`src/rtl/pmevt_pkg.sv`:
```
package pmevt_pkg;
   // offset field decoded from the incoming address
   localparam int unsigned OFF_W = 6;
   localparam logic [OFF_W-1:0] OFF_STS = 6'h00;
   localparam logic [OFF_W-1:0] OFF_EN  = 6'h02;
   localparam logic [OFF_W-1:0] OFF_CTL = 6'h04;

   // bit positions other logic depends on
   localparam int unsigned BIT_TMR    = 0;
   localparam int unsigned BIT_PWRBTN = 8;
   localparam int unsigned BIT_WAKE   = 15;
   localparam int unsigned BIT_SLPEN  = 13;
   localparam int unsigned SLPTYP_LO  = 10;
   localparam int unsigned SLPTYP_W   = 3;
   localparam int unsigned MIN_DATA_W = 16;

   localparam logic [SLPTYP_W-1:0] SLP_POWEROFF = 3'd0;
   localparam logic [SLPTYP_W-1:0] SLP_SUSPEND  = 3'd1;

   typedef struct packed {
      logic sts;
      logic en;
      logic ctl;
   } sel_t;
endpackage

```
`src/rtl/pmevt_decode.sv`:
```
module pmevt_decode
   import pmevt_pkg::*;
#(
   parameter int unsigned ADDR_W = 16
) (
   input  logic              wr_en,
   input  logic [ADDR_W-1:0] addr,
   output sel_t              rd_sel,
   output sel_t              wr_sel
);
   logic [OFF_W-1:0] off;
   assign off = addr[OFF_W-1:0];

   generate
      if (ADDR_W > OFF_W) begin : g_hi
         logic unused_hi;
         assign unused_hi = ^addr[ADDR_W-1:OFF_W];
      end
   endgenerate

   always_comb begin
      rd_sel.sts = (off == OFF_STS);
      rd_sel.en  = (off == OFF_EN);
      rd_sel.ctl = (off == OFF_CTL);
      wr_sel     = wr_en ? rd_sel : '0;
   end
endmodule

```
`src/rtl/pmevt_timer.sv`:
```
module pmevt_timer #(
   parameter int unsigned TMR_W     = 24,
   parameter int unsigned STEP_LOG2 = 23
) (
   input  logic clk,
   input  logic rst_n,
   input  logic rearm,
   output logic hit
);
   localparam logic [TMR_W-1:0] STEP     = {{(TMR_W-1){1'b0}}, 1'b1} << STEP_LOG2;
   localparam logic [TMR_W-1:0] LOW_MASK = STEP - 1'b1;

   logic [TMR_W-1:0] cnt_q;
   logic [TMR_W-1:0] dl_q;

   always_ff @(posedge clk) begin
      if (!rst_n) begin
         cnt_q <= '0;
         dl_q  <= STEP;
      end else begin
         cnt_q <= cnt_q + 1'b1;
         if (rearm) dl_q <= (cnt_q + STEP) & ~LOW_MASK;
      end
   end

   assign hit = (cnt_q == dl_q);
endmodule

```
`src/rtl/pmevt_sleep.sv`:
```
module pmevt_sleep
   import pmevt_pkg::*;
#(
   parameter int unsigned DATA_W = 16
) (
   input  logic              clk,
   input  logic              rst_n,
   input  logic              ctl_wr,
   input  logic [DATA_W-1:0] wdata,
   output logic              wake_set,
   output logic              off_req,
   output logic              rst_req,
   output logic              resume_ind
);
   logic                slp_go;
   logic [SLPTYP_W-1:0] typ;
   logic                do_off;
   logic                unused_bits;

   assign slp_go      = ctl_wr && wdata[BIT_SLPEN];
   assign typ         = wdata[SLPTYP_LO +: SLPTYP_W];
   assign do_off      = slp_go && (typ == SLP_POWEROFF);
   assign wake_set    = slp_go && (typ == SLP_SUSPEND);
   assign unused_bits = ^{wdata[DATA_W-1:BIT_SLPEN+1], wdata[SLPTYP_LO-1:0]};

   always_ff @(posedge clk) begin
      if (!rst_n) begin
         off_req    <= 1'b0;
         rst_req    <= 1'b0;
         resume_ind <= 1'b0;
      end else begin
         off_req    <= do_off;
         rst_req    <= wake_set;
         resume_ind <= resume_ind | wake_set;
      end
   end
endmodule

```
`src/rtl/pmevt_regs.sv`:
```
module pmevt_regs
   import pmevt_pkg::*;
#(
   parameter int unsigned DATA_W = 16
) (
   input  logic              clk,
   input  logic              rst_n,
   input  sel_t              rd_sel,
   input  sel_t              wr_sel,
   input  logic [DATA_W-1:0] wdata,
   input  logic              tmr_hit,
   input  logic              wake_set,
   output logic [DATA_W-1:0] status_q,
   output logic [DATA_W-1:0] enable_q,
   output logic [DATA_W-1:0] control_q,
   output logic [DATA_W-1:0] rdata,
   output logic              tmr_rearm
);
   localparam logic [DATA_W-1:0] SLPEN_MASK = {{(DATA_W-1){1'b0}}, 1'b1} << BIT_SLPEN;

   logic [DATA_W-1:0] set_vec;
   logic [DATA_W-1:0] sts_d;

   always_comb begin
      set_vec             = '0;
      set_vec[BIT_TMR]    = tmr_hit;
      set_vec[BIT_PWRBTN] = wake_set;
      set_vec[BIT_WAKE]   = wake_set;
   end

   // only bits with a hardware source get storage; a set beats a clear
   generate
      for (genvar i = 0; i < DATA_W; i++) begin : g_sts
         if (i == BIT_TMR || i == BIT_PWRBTN || i == BIT_WAKE) begin : g_impl
            assign sts_d[i] = set_vec[i] | (status_q[i] & ~(wr_sel.sts & wdata[i]));
         end else begin : g_rsvd
            assign sts_d[i] = 1'b0;
         end
      end
   endgenerate

   assign tmr_rearm = wr_sel.sts && wdata[BIT_TMR] && status_q[BIT_TMR];

   always_ff @(posedge clk) begin
      if (!rst_n) begin
         status_q  <= '0;
         enable_q  <= '0;
         control_q <= '0;
      end else begin
         status_q <= sts_d;
         if (wr_sel.en)  enable_q  <= wdata;
         if (wr_sel.ctl) control_q <= wdata & ~SLPEN_MASK;
      end
   end

   always_comb begin
      if (rd_sel.sts)      rdata = status_q;
      else if (rd_sel.en)  rdata = enable_q;
      else if (rd_sel.ctl) rdata = control_q;
      else                 rdata = '0;
   end
endmodule

```
`src/rtl/pmevt_block.sv`:
```
module pmevt_block
   import pmevt_pkg::*;
#(
   parameter int unsigned ADDR_W    = 16,
   parameter int unsigned DATA_W    = 16,
   parameter int unsigned TMR_W     = 24,
   parameter int unsigned STEP_LOG2 = 23
) (
   input  logic              clk,
   input  logic              rst_n,
   input  logic              wr_en,
   input  logic [ADDR_W-1:0] addr,
   input  logic [DATA_W-1:0] wdata,
   output logic [DATA_W-1:0] rdata,
   output logic              sci_irq,
   output logic              off_req,
   output logic              rst_req,
   output logic              resume_ind
);
   generate
      if (ADDR_W < OFF_W) begin : g_bad_addr
         $error("pmevt_block: ADDR_W must cover the offset field");
      end
      if (DATA_W < MIN_DATA_W) begin : g_bad_data
         $error("pmevt_block: DATA_W too narrow for the status bits");
      end
      if (STEP_LOG2 >= TMR_W) begin : g_bad_tmr
         $error("pmevt_block: STEP_LOG2 must be below TMR_W");
      end
   endgenerate

   sel_t              rd_sel;
   sel_t              wr_sel;
   logic              tmr_hit;
   logic              tmr_rearm;
   logic              wake_set;
   logic [DATA_W-1:0] status_q;
   logic [DATA_W-1:0] enable_q;
   logic [DATA_W-1:0] control_q;

   pmevt_decode #(.ADDR_W(ADDR_W)) i_decode (
      .wr_en (wr_en),
      .addr  (addr),
      .rd_sel(rd_sel),
      .wr_sel(wr_sel)
   );

   pmevt_timer #(.TMR_W(TMR_W), .STEP_LOG2(STEP_LOG2)) i_timer (
      .clk  (clk),
      .rst_n(rst_n),
      .rearm(tmr_rearm),
      .hit  (tmr_hit)
   );

   pmevt_sleep #(.DATA_W(DATA_W)) i_sleep (
      .clk       (clk),
      .rst_n     (rst_n),
      .ctl_wr    (wr_sel.ctl),
      .wdata     (wdata),
      .wake_set  (wake_set),
      .off_req   (off_req),
      .rst_req   (rst_req),
      .resume_ind(resume_ind)
   );

   pmevt_regs #(.DATA_W(DATA_W)) i_regs (
      .clk      (clk),
      .rst_n    (rst_n),
      .rd_sel   (rd_sel),
      .wr_sel   (wr_sel),
      .wdata    (wdata),
      .tmr_hit  (tmr_hit),
      .wake_set (wake_set),
      .status_q (status_q),
      .enable_q (enable_q),
      .control_q(control_q),
      .rdata    (rdata),
      .tmr_rearm(tmr_rearm)
   );

   assign sci_irq = |(status_q & enable_q);
endmodule

```
`config.mk`:
```
export PLATFORM = sky130hd
export DESIGN_NAME = pmevt_block
export DESIGN_NICKNAME = d
export VERILOG_FILES = /design/src/rtl/pmevt_pkg.sv /design/src/rtl/pmevt_decode.sv /design/src/rtl/pmevt_timer.sv /design/src/rtl/pmevt_sleep.sv /design/src/rtl/pmevt_regs.sv /design/src/rtl/pmevt_block.sv
export SDC_FILE = /design/constraint.sdc
export NUM_CORES = 1
export LEC_CHECK = 0
export BUFFER_PORTS_ARGS = -buffer_cell sky130_fd_sc_hd__buf_4
export CORE_MARGIN = 2
export CORE_UTILIZATION = 42
export DETAILED_ROUTE_END_ITERATION = 7
export GPL_TIMING_DRIVEN = 0
export PLACE_DENSITY = 0.67
export SYNTH_ARGS = -nofsm -noshare
export SYNTH_HDL_FRONTEND = slang
export SYNTH_SLANG_ARGS = --single-unit
```
`constraint.sdc`:
```
create_clock -name clk -period 3.2 [get_ports clk]
set_input_delay 0.16 -clock clk [delete_from_list [all_inputs] [get_ports clk]]
set_output_delay 0.16 -clock clk [all_outputs]
set_load 0.005 [all_outputs]
```
# --- Yosys cells after proc, flatten, opt, wreduce, memory -nomap -nowiden ---
# Cells that the tools add are included.
totals:
  reg_bits: 75
  word_cells: 41
op_classes:
  add_sub_neg: 2
  eq_ne: 4
  mux: 4
  bitwise: 14
  reduce_logical: 8
ops:
  columns: ["op", "count"]
  rows:
  - ["$mux 16", 3]
  - ["$add 24x1->24 const B", 1]
  - ["$add 24x24->24 const B", 1]
  - ["$eq 24x24->1", 1]
  - ["$and 16x16->16", 1]
  - ["$reduce_or 16->1", 1]
  - ["$and 1x1->1", 6]
  - ["$eq 6x2->1 const B", 1]
  - ["$eq 6x3->1 const B", 1]
  - ["$logic_not 6->1", 1]
  - ["$logic_and 1x1->1", 5]
  - ["$or 1x1->1", 4]
  - ["$eq 3x1->1 const B", 1]
  - ["$logic_not 3->1", 1]
  - ["$mux 3", 1]
  - ["$not 1->1", 3]

# --- Longest topological paths before layout ---
# Gate-level depths: netlist of run 1.
logic_depth:
  ltp_word: 6
  ltp_mapped: 7

# --- Modules after synthesis ---
# From an unflattened synthesis of run 1, not the netlist that was laid out.
hier_totals:
  cells_unflattened: 352
  area_unflattened_um2: 3235.6
modules_own_cells:
  columns: ["module", "instances", "cells_per_inst", "area_each_um2", "seq_area_each_um2"]
  rows:
  - ["pmevt_regs", 1, 180, 1726.7, 680.7]
  - ["pmevt_timer", 1, 142, 1208.7, 500.5]
  - ["pmevt_sleep", 1, 11, 123.9, 60.1]
  - ["pmevt_block", 1, 9, 101.3, 0.0]
  - ["pmevt_decode", 1, 10, 75.1, 0.0]

# --- Worst setup path after synthesis of run 1 ---
# No wires, ideal clock.
synth_path:
  path_kind: "register -> register"
  startpoint: "register i_timer.cnt_q[0]"
  endpoint: "register i_timer.cnt_q[18]"
  arrival_ns: 1.587
  setup_slack_ns: 1.543
  path_stages_with_launch: 7
  path_buffers: 1
  period_less_slack_ns: 1.657
  path_cell_list: "dfxtp_1 ha_1 and3_1 buf_2 nand2_1 or4_1 a21oi_1"
synth_between:
  elab_chain_cells: 1
synth_rtl:
  columns: ["element", "line", "text"]
  rows:
  - ["start, declared", "pmevt_timer.sv:13", "logic [TMR_W-1:0] cnt_q;"]
  - ["start signal, assigned", "pmevt_timer.sv:21", "cnt_q <= cnt_q + 1'b1;"]
  - ["$add 24x1->24", "pmevt_timer.sv:21", null]
# Every way passes these cells.
# A chain may end at the register's enable or synchronous reset.

# --- Worst setup path after layout of run 1 ---
layout_path:
  startpoint: "input addr[5]"
  endpoint: "output rdata[10]"
layout_between:
  elab_chain_cells: 4
layout_rtl:
  columns: ["element", "line", "text"]
  rows:
  - ["start, declared", "pmevt_block.sv:12", "input logic [ADDR_W-1:0] addr,"]
  - ["$eq 6x3->1", "pmevt_decode.sv:24", "rd_sel.ctl = (off == OFF_CTL);"]
  - ["$mux 16", "pmevt_regs.sv:59", "else if (rd_sel.ctl) rdata = control_q;"]
  - ["$mux 16", "pmevt_regs.sv:58", "else if (rd_sel.en) rdata = enable_q;"]
  - ["$mux 16 *", "pmevt_regs.sv:57", "if (rd_sel.sts) rdata = status_q;"]
  - ["end, declared", "pmevt_block.sv:14", "output logic [DATA_W-1:0] rdata,"]
# Every way passes the cells marked *; elsewhere a longest branch is shown, timed or not.

==> results of run 1 <==
## layout make-up
type | instances | area (sq um) | share of cell area
Buffer | 20 | 101.3 | 0.02967
Clock buffer | 9 | 123.9 | 0.03626
Timing Repair Buffer | 43 | 325.3 | 0.09524
Tap cell | 77 | 96.34 | 0.02821
Multi-Input combinational cell | 236 | 1431 | 0.4190
Sequential cell | 62 | 1241 | 0.3634
Clock inverter | 7 | 73.82 | 0.02161
Inverter | 6 | 22.52 | 0.006593
## flip-flops by register name (all words and copies together) (netlist names)
signal,flops
i_regs.enable_q,16
i_sleep.rst_req,1
i_sleep.off_req,1
i_regs.control_q,15
i_regs.status_q,3
i_timer.dl_q,1
i_timer.cnt_q,24
i_sleep.resume_ind,1
## cells by family (layout without fill, tap and decap cells)
logic type	count (synthesis)	count (layout)	share of synthesized area
and+or+nand+nor	145	145	0.2788
AOI/OAI and AO/OA	67	67	0.1508
xor gates and xnor gates	12	12	0.03758
buffers and inverters	26	85	0.04430
muxes	10	10	0.03580
adders and majority gates	2	2	0.008947
DFF	62	62	0.4438
## path summary, 6_finish.rpt
kind / startpoint / to / slack, ps / cells after the start
max: addr[5] / rdata[10] / 1250 / 6
min: wdata[13] / i_regs.enable_q[13]$_SDFFE_PN0P_ / 60 / 3
max reg2reg: i_timer.cnt_q[0]$_SDFF_PN0_ / i_timer.cnt_q[20]$_SDFF_PN0_ / 1300 / 6
min reg2reg: i_regs.control_q[2]$_SDFFE_PN0P_ / i_regs.control_q[2]$_SDFFE_PN0P_ / 460 / 2
## per-layer routing
layer | vias to the layer above | global-route usage | wire length [microns]
met5 | - | 0 | 0
li1 | 1284 | - | -
met3 | 11 | 0.04620 | 386
met4 | 0 | 0.07937 | 113
met1 | 1212 | 0.2518 | 3132
met2 | 68 | 0.3118 | 3175
## what timing repair did
item                                   CTS  global route
gates resized for setup                  0             0
endpoints found under the hold margin    1             0
buffers inserted                         0             0
hold buffers                             1             0
## stage by stage
stage	hold WS (ps)	worst slack (ps)
floorplan	239.3	1543
global placement	356.8	1263
detailed placement	362.5	1278
CTS	51.60	1273
global route	73.13	1136
finish	59.80	1252
## where the power goes
group,internal [mW],switching [mW],total [mW]
registers,0.776,0.00514,0.781
logic,0.0327,0.0461,0.0788
clock network,0.360,0.327,0.687
## cells in the final DEF (no fill, tap or decap), types with 5 or more instances in the layout
cell type  count
o31ai_1        7
nor2_1        27
inv_1          5
clkbuf_8       9
a22o_1        12
nand2_1       35
xor2_1         7
dfxtp_1       62
a21oi_1       37
nand4_1        6
buf_4         43
nand3_1       37
clkbuf_1      10
nor4_1         5
xnor2_1        5
and3_1         5
buf_2          6
mux2i_1       10
or4_1          6
## worst min-delay path, cell delays in order
cell and delay, ps:
buf_4 80, mux2i_1 50, nor2_1 70
==> flow_metrics.env, run 1 <==
export IMPL_critPathSlowestCell="or4_4"
export IMPL_start_util=0.4379
export IMPL_ys_top_cells_by_area="dfxtp_1 44%, a21oi_1 6.6%, nand3_1 6.6%, nand2_1 4.7%, a22o_1 3.8%"
export IMPL_grtUsageTotal=0.1943
export IMPL_antennaDiodeCount=0
export IMPL_grt_max_degree=13
export IMPL_drtPass1Iterations=4
export IMPL_final_antenna_net_count=0
export IMPL_path_class="in2out"
export IMPL_ios=55
export IMPL_cts_tree="done"
export IMPL_clock_sinks=62
export IMPL_cp_end_kind="output port"
export IMPL_slew_headroom=0.6596
export IMPL_synthCells=324
export IMPL_vias=2575
export IMPL_power_mw=1.547
export IMPL_instances_no_fill=460
export IMPL_die_h_microns=85.60
export IMPL_coreArea_sq_mm=0.006386
export IMPL_wl_per_cell_microns=14.80
export IMPL_postLayoutCellArea_sq_mm=0.003416
export IMPL_worstMarginPinSlew_ps=510.5
export IMPL_ys_seq_elements=62
export IMPL_fin_nets=415
export IMPL_placementRows=29
export IMPL_drv_slew=0
export IMPL_run_status="completed"
export IMPL_synth_avg_cell_area_sq_um=8.631
export IMPL_io_buffers=42
export IMPL_synth_most_common_cell="dfxtp_1"
export IMPL_dp_hpwl_mm=4.744
export IMPL_cpMostUsedCell="buf_4"
export IMPL_yosysTopAreaCellShare=0.4438
export IMPL_drive_above_1_share=0.1958
export IMPL_drt_total_wl_mm=6.808
export IMPL_crit_path_cell_trace="buf_4 -> or4_4 -> nor3b_4 -> buf_4 -> a22o_1 -> buf_4"
export IMPL_grt_pass1_vias=2342
export IMPL_dp_cells=443
export IMPL_yosys_warnings=0
export IMPL_seq_area_frac_synth=0.4438
export IMPL_post_route_period_util=0.6086
export IMPL_rsz0062_at_grt="no"
export IMPL_max_stage_delay_ps=590
export IMPL_cts_clk_slew_worst_paths_ps=80
export IMPL_clock_fmax_mhz=513.5
export IMPL_antenna_found_initial=0
export IMPL_path_max_fanout=10
export IMPL_ys_flop_type="dfxtp_1"
export IMPL_synth_edf_count=0
export IMPL_syn_area_sq_mm=0.002796
export IMPL_die_x_microns=85.60
export IMPL_fin_skew_ps=9.425
export IMPL_total_leakage_power_nw=1.308
export IMPL_remaining_drc_errors=0
export IMPL_die_area_sq_mm=0.007327
export IMPL_worstPathArrival_ps=1790
export IMPL_synthTopCellsByCount="62 x dfxtp_1, 37 x a21oi_1, 37 x nand3_1, 35 x nand2_1, 27 x nor2_1"
export IMPL_gp_congestion=0.8347
export IMPL_clk_path_buf_depth=2
export IMPL_cp_required_ps=3040
export IMPL_final_setup_tns_ps=0
export IMPL_cp_top_family="simple AND/OR/NAND/NOR gates"
export IMPL_vias_per_cell=5.598
export IMPL_detail_route_iter0_violations=166
export IMPL_maxCapViolCount=0
export IMPL_clk_latency_ps=340
export IMPL_grt_pass1_wl_mm=11.27
export IMPL_numCtsBuffers=9
export IMPL_hold_path_class="in2reg"
export IMPL_crit_buf_inv=3
export IMPL_ir_drop_mv=0.2466
export IMPL_synthesis_nets=361
export IMPL_n_fill_cell=616
export IMPL_htree_levels=3
export IMPL_synth_area_leader_cell="dfxtp_1"
export IMPL_cts_root_buf="clkbuf_8"
export IMPL_setup_viol=0
export IMPL_syn2layout_area_growth_pct=22.15
export IMPL_post_route_min_period_ps=1948
export IMPL_worstSetupStartpointType="input pin"
export IMPL_utilization=0.5349
export IMPL_grt_overflow=0
export IMPL_p_per_area_mw_per_mm2=452.9
export IMPL_synth_cell_types=45
export IMPL_place_area_sq_mm=0.003208
export IMPL_hold_violations=0
export IMPL_synthArstFlopShare=0
Note: power is estimated with default switching activity, not from simulation.
==> inputs of run 2 (changes only) <==
- PLACE_DENSITY: 0.67 -> 0.69
- clock period: 3.2 -> 1.6 ns (I/O delays scaled with it)
==> flow_metrics.env, run 2 (synthesis results as in run 1) <==
export IMPL_worstPathArrival_ps=1840
export IMPL_detail_route_iter0_violations=139
export IMPL_largest_reg_flops=24
export IMPL_critPathSlowestCell="or4_1"
export IMPL_worst_slack_ps=29.70
export IMPL_grt_overflow=0
export IMPL_cts_root_buf="clkbuf_8"
export IMPL_placementRows=29
export IMPL_wl_per_cell_microns=15.38
export IMPL_final_setup_tns_ps=0
export IMPL_path_max_fanout=7
export IMPL_p_per_area_mw_per_mm2=943.0
export IMPL_reg_largest_list="i_timer.cnt_q: 24 flops, i_regs.enable_q: 16 flops, i_regs.control_q: 15 flops"
export IMPL_cp_required_ps=1870
export IMPL_multiInputGateArea_sq_mm=0.001506
export IMPL_start_util=0.4379
export IMPL_ff_latch_area_sq_mm=0.001274
export IMPL_gp_congestion=0.8328
export IMPL_final_antenna_net_count=0
export IMPL_post_route_min_period_ps=1570
export IMPL_syn2layout_area_growth_pct=36.73
export IMPL_crit_buf_inv=1
export IMPL_fin_nets=438
export IMPL_antennaDiodeCount=0
export IMPL_drt_total_wl_mm=7.427
export IMPL_grt_pass1_wl_mm=11.89
export IMPL_clock_sinks=62
export IMPL_clk_latency_ps=340
export IMPL_cts_tree="done"
export IMPL_drv_slew=0
export IMPL_fin_skew_ps=8.901
export IMPL_cp_top_family="simple AND/OR/NAND/NOR gates"
export IMPL_ir_drop_mv=0.6091
export IMPL_run_status="completed"
export IMPL_hold_path_class="in2reg"
export IMPL_vias_per_cell=5.584
export IMPL_min_from="rst_n"
export IMPL_die_h_microns=85.60
export IMPL_cp_end_kind="register"
export IMPL_reg2regPathDepth=5
export IMPL_vias=2697
export IMPL_clock_fmax_mhz=636.8
export IMPL_coreArea_sq_mm=0.006386
export IMPL_min_delay_path_depth=3
export IMPL_rsz0062_at_grt="yes"
export IMPL_place_ws_ps=-223.7
export IMPL_rrSetupSlack_ps=30
export IMPL_worstReg2RegStart="i_timer.cnt_q[8]$_SDFF_PN0_"
export IMPL_n_fill_cell=597
export IMPL_cp_depth=5
export IMPL_remaining_drc_errors=0
export IMPL_path_class="reg2reg"
export IMPL_io_buffers=42
export IMPL_slew_headroom=0.6482
export IMPL_die_x_microns=85.60
export IMPL_setup_viol=0
export IMPL_maxCapViolCount=0
export IMPL_worstSetupStartpointType="register"
export IMPL_grtUsageTotal=0.2044
export IMPL_hold_violations=0
export IMPL_worstMarginPinSlew_ps=524.9
export IMPL_dp_hpwl_mm=4.804
export IMPL_top_register="i_timer.cnt_q"
export IMPL_clk_path_buf_depth=2
export IMPL_grt_max_degree=12
export IMPL_post_route_period_util=0.9814
export IMPL_max_stage_delay_ps=460
export IMPL_grt_pass1_vias=2498
export IMPL_ios=55
export IMPL_final_cell_mix="54 x buf_4, 48 x dfxtp_1, 37 x nand3_1"
export IMPL_whs_endpoint="i_timer.cnt_q[15]$_SDFF_PN0_"
export IMPL_die_area_sq_mm=0.007327
export IMPL_antenna_found_initial=0
export IMPL_final_common_cell="buf_4"
export IMPL_htree_levels=3
export IMPL_holdWs_ps=17.37
export IMPL_drive_above_1_share=0.2734
export IMPL_cts_clk_slew_worst_paths_ps=70
export IMPL_r2r_end="i_timer.cnt_q[17]$_SDFF_PN0_"
export IMPL_numCtsBuffers=9
export IMPL_drtPass1Iterations=4
export IMPL_total_leakage_power_nw=1.496
export IMPL_crit_path_cell_trace="and4_4 -> nand3_4 -> buf_6 -> or4_1 -> a21oi_1"
[run 2: cell types whose count changed in the layout (fill, tap and decap cells not counted), moves of 6 or more]
cell | previous run | this run
buf_4 | 43 | 54
dfxtp_1 | 62 | 48
dfxtp_2 | 0 | 8
dfxtp_4 | 0 | 6
dlygate4sd3_1 | 1 | 12
[run 2: worst max path at each step]
stage	slack, ps	startpoint	endpoint
floorplan	9	i_timer.cnt_q[1]$_SDFF_PN0_	i_timer.cnt_q[18]$_SDFF_PN0_
global placement	-200	addr[5]	i_regs.control_q[15]$_SDFFE_PN0P_
detailed placement	-220	addr[5]	i_sleep.off_req$_SDFF_PN0_
CTS	1	i_timer.cnt_q[10]$_SDFF_PN0_	i_timer.cnt_q[17]$_SDFF_PN0_
global route	-10	i_timer.cnt_q[8]$_SDFF_PN0_	i_timer.cnt_q[17]$_SDFF_PN0_
finish	30	i_timer.cnt_q[8]$_SDFF_PN0_	i_timer.cnt_q[17]$_SDFF_PN0_
[run 2: worst reg2reg max path, delay by kind of cell, from the launching register on]
kind                   cells  cell delay, ps
and+or+nand+nor            3             850
DFF                        1             370
buffers and inverters      1             160
AOI/OAI and AO/OA          1             130
[run 2: stage by stage]
step	cell area [sq um]	power (mW)	instances	util
5_1_grt	3824	3.737	483	0.5987
4_1_cts	3687	3.644	477	0.5774
6_report	3824	3.606	483	0.5987
3_3_place_gp	3212	1.751	443	0.5029
3_5_place_dp	3212	1.754	443	0.5029
2_1_floorplan	2800	1.668	324	-
[run 2: routing by layer]
layer  vias to the layer above  global-route usage  wire length [microns]
li1                       1329                   -                      -
met1                      1279              0.2519                   3112
met2                        73              0.3331                   3695
met3                        16             0.05871                    454
met4                         0             0.08802                    165
met5                         -                   0                      0
[run 2: layout make-up]
type / instances / area share
multi-input combinational: 236 / 0.3940
clock inverter: 6 / 0.03469
clock buffer: 10 / 0.03599
inverter: 6 / 0.005890
buffer: 18 / 0.02552
tap: 77 / 0.02520
timing repair buffer: 68 / 0.1456
sequential: 62 / 0.3331
[run 2: report_power, final]
| part | switching (mW) | total (mW) | internal (mW) | leakage [nW] |
|---|---|---|---|---|
| sequential | 0.0128 | 1.56 | 1.55 | 0.508 |
| clock | 0.620 | 1.85 | 1.23 | 0.132 |
| combinational | 0.103 | 0.195 | 0.0916 | 0.855 |
[run 2: repair_timing]
item                                   4_1_cts  5_1_grt
pin swaps                                    4        8
resized for setup                           16       26
endpoints found under the hold margin       20        0
hold buffers                                12        0
buffers inserted                             6        8
setup endpoints to repair                   20       20
==> inputs of run 3 (changes only) <==
- CORE_UTILIZATION: 42 -> 40
- PLACE_DENSITY: 0.69 -> 0.66
==> flow_metrics.env, run 3 (synthesis results as in run 1) <==
export IMPL_holdWs_ps=14.97
export IMPL_drtPass1Iterations=4
export IMPL_cts_clk_slew_worst_paths_ps=70
export IMPL_htree_levels=3
export IMPL_place_area_sq_mm=0.003236
export IMPL_path_max_fanout=7
export IMPL_wl_met2_mm=3.586
export IMPL_p_per_area_mw_per_mm2=871.0
export IMPL_critPathSlowestCell="or4b_4"
export IMPL_path_class="reg2reg"
export IMPL_final_common_cell="buf_4"
export IMPL_rsz0062_at_grt="yes"
export IMPL_worstMarginPinSlew_ps=549.9
export IMPL_maxCapViolCount=0
export IMPL_slew_headroom=0.6334
export IMPL_antenna_found_initial=0
export IMPL_die_area_sq_mm=0.007676
export IMPL_grt_pass1_vias=2407
export IMPL_post_route_period_util=0.9760
export IMPL_topRoutingLayerUsed="met4"
export IMPL_ir_drop_mv=0.4052
export IMPL_syn2layout_area_growth_pct=36.24
export IMPL_clk_latency_ps=350
export IMPL_ios=55
export IMPL_placementRows=30
export IMPL_fin_nets=441
export IMPL_gp_congestion=0.8365
export IMPL_drv_slew=0
export IMPL_hold_path_class="in2reg"
export IMPL_fin_skew_ps=8.439
export IMPL_wl_per_cell_microns=14.79
export IMPL_antennaDiodeCount=0
export IMPL_postLayoutCellArea_sq_mm=0.003810
export IMPL_worstSetupStartpointType="register"
export IMPL_run_status="completed"
export IMPL_cts_tree="done"
export IMPL_coreArea_sq_mm=0.006794
export IMPL_drt_total_wl_mm=7.467
export IMPL_hold_violations=0
export IMPL_drive_above_1_share=0.2836
export IMPL_final_antenna_net_count=0
export IMPL_ff_latch_area_sq_mm=0.001267
export IMPL_multiInputGateArea_sq_mm=0.001513
export IMPL_setup_viol=0
export IMPL_worstPathArrival_ps=1840
export IMPL_vias_per_cell=5.337
export IMPL_cp_end_kind="register"
export IMPL_remaining_drc_errors=0
export IMPL_numCtsBuffers=9
export IMPL_crit_path_cell_trace="and4_4 -> nand3_4 -> buf_4 -> or4b_4 -> a21oi_2"
export IMPL_final_cell_mix="59 x buf_4, 49 x dfxtp_1, 37 x nand3_1"
export IMPL_total_leakage_power_nw=1.492
export IMPL_cp_required_ps=1880
export IMPL_cts_root_buf="clkbuf_8"
export IMPL_grt_max_degree=12
export IMPL_start_util=0.4116
export IMPL_dp_hpwl_mm=4.869
export IMPL_clk_path_buf_depth=2
export IMPL_clock_sinks=62
export IMPL_met1Wirelength_mm=3.349
export IMPL_grt_overflow=0
export IMPL_die_h_microns=87.61
export IMPL_largest_reg_flops=24
export IMPL_max_stage_delay_ps=510
export IMPL_die_x_microns=87.61
export IMPL_grtUsageTotal=0.1962
export IMPL_top_register="i_timer.cnt_q"
export IMPL_post_route_min_period_ps=1562
export IMPL_reg_largest_list="i_timer.cnt_q: 24 flops, i_regs.enable_q: 16 flops, i_regs.control_q: 15 flops"
export IMPL_n_fill_cell=635
export IMPL_clock_fmax_mhz=640.4
export IMPL_routed_wl_met3_microns=390
export IMPL_final_setup_tns_ps=0
export IMPL_grt_pass1_wl_mm=11.59
export IMPL_detail_route_iter0_violations=161
export IMPL_vias=2695
export IMPL_io_buffers=42
export IMPL_utilization=0.5608
run 3: worst paths after layout:
| path | startpoint | depth (start not counted) | slack, ps | endpoint |
|---|---|---|---|---|
| hold reg to reg | i_regs.control_q[9]$_SDFFE_PN0P_ | 2 | 460 | i_regs.control_q[9]$_SDFFE_PN0P_ |
| hold / removal | wdata[9] | 3 | 10 | i_regs.enable_q[9]$_SDFFE_PN0P_ |
| setup reg to reg | i_timer.cnt_q[8]$_SDFF_PN0_ | 5 | 40 | i_timer.cnt_q[20]$_SDFF_PN0_ |
| setup / recovery | i_timer.cnt_q[8]$_SDFF_PN0_ | 5 | 40 | i_timer.cnt_q[20]$_SDFF_PN0_ |
run 3: critical path, delay by kind of cell, from the launching register on:
kind | cells | cell delay, ps
AOI/OAI and AO/OA | 1 | 120
and+or+nand+nor | 3 | 860
DFF | 1 | 370
buffers and inverters | 1 | 150
run 3: repair_timing:
action                     in CTS  in global routing
setup buffers                   5                 11
hold buffers                   12                  0
gates cloned                    0                  0
gates resized for setup        17                 23
setup endpoints to repair      20                 18
pin swaps                       3                  7
hold endpoints to repair       21                  0
run 3: final cells by class:
cell class | count | area share
multi-input cells | 236 | 0.3970
flip-flops and latches | 62 | 0.3327
repair buffers | 70 | 0.1468
clock buffers | 10 | 0.03612
well taps | 96 | 0.03153
plain buffers | 19 | 0.02759
clock inverters | 6 | 0.02233
inverters | 6 | 0.005911
run 3: stage by stage:
step | setup WS, ps | instances | power, mW
floorplan | 8.623 | 324 | 1.668
global placement | -232.9 | 462 | 1.752
detailed placement | -263.4 | 462 | 1.755
CTS | 3.423 | 495 | 3.325
global route | -19.10 | 505 | 3.436
finish | 38.41 | 505 | 3.318
run 3: power breakdown:
group	switching [mW]	internal [mW]	total, mW
clock network	0.649	0.913	1.56
logic	0.105	0.0921	0.197
registers	0.0109	1.55	1.56
run 3: layer usage:
layer / GRT usage / up-vias
li1: - / 1333
met1: 0.2536 / 1264
met2: 0.3175 / 86
met3: 0.04053 / 12
met4: 0.08531 / 0
met5: 0 / -
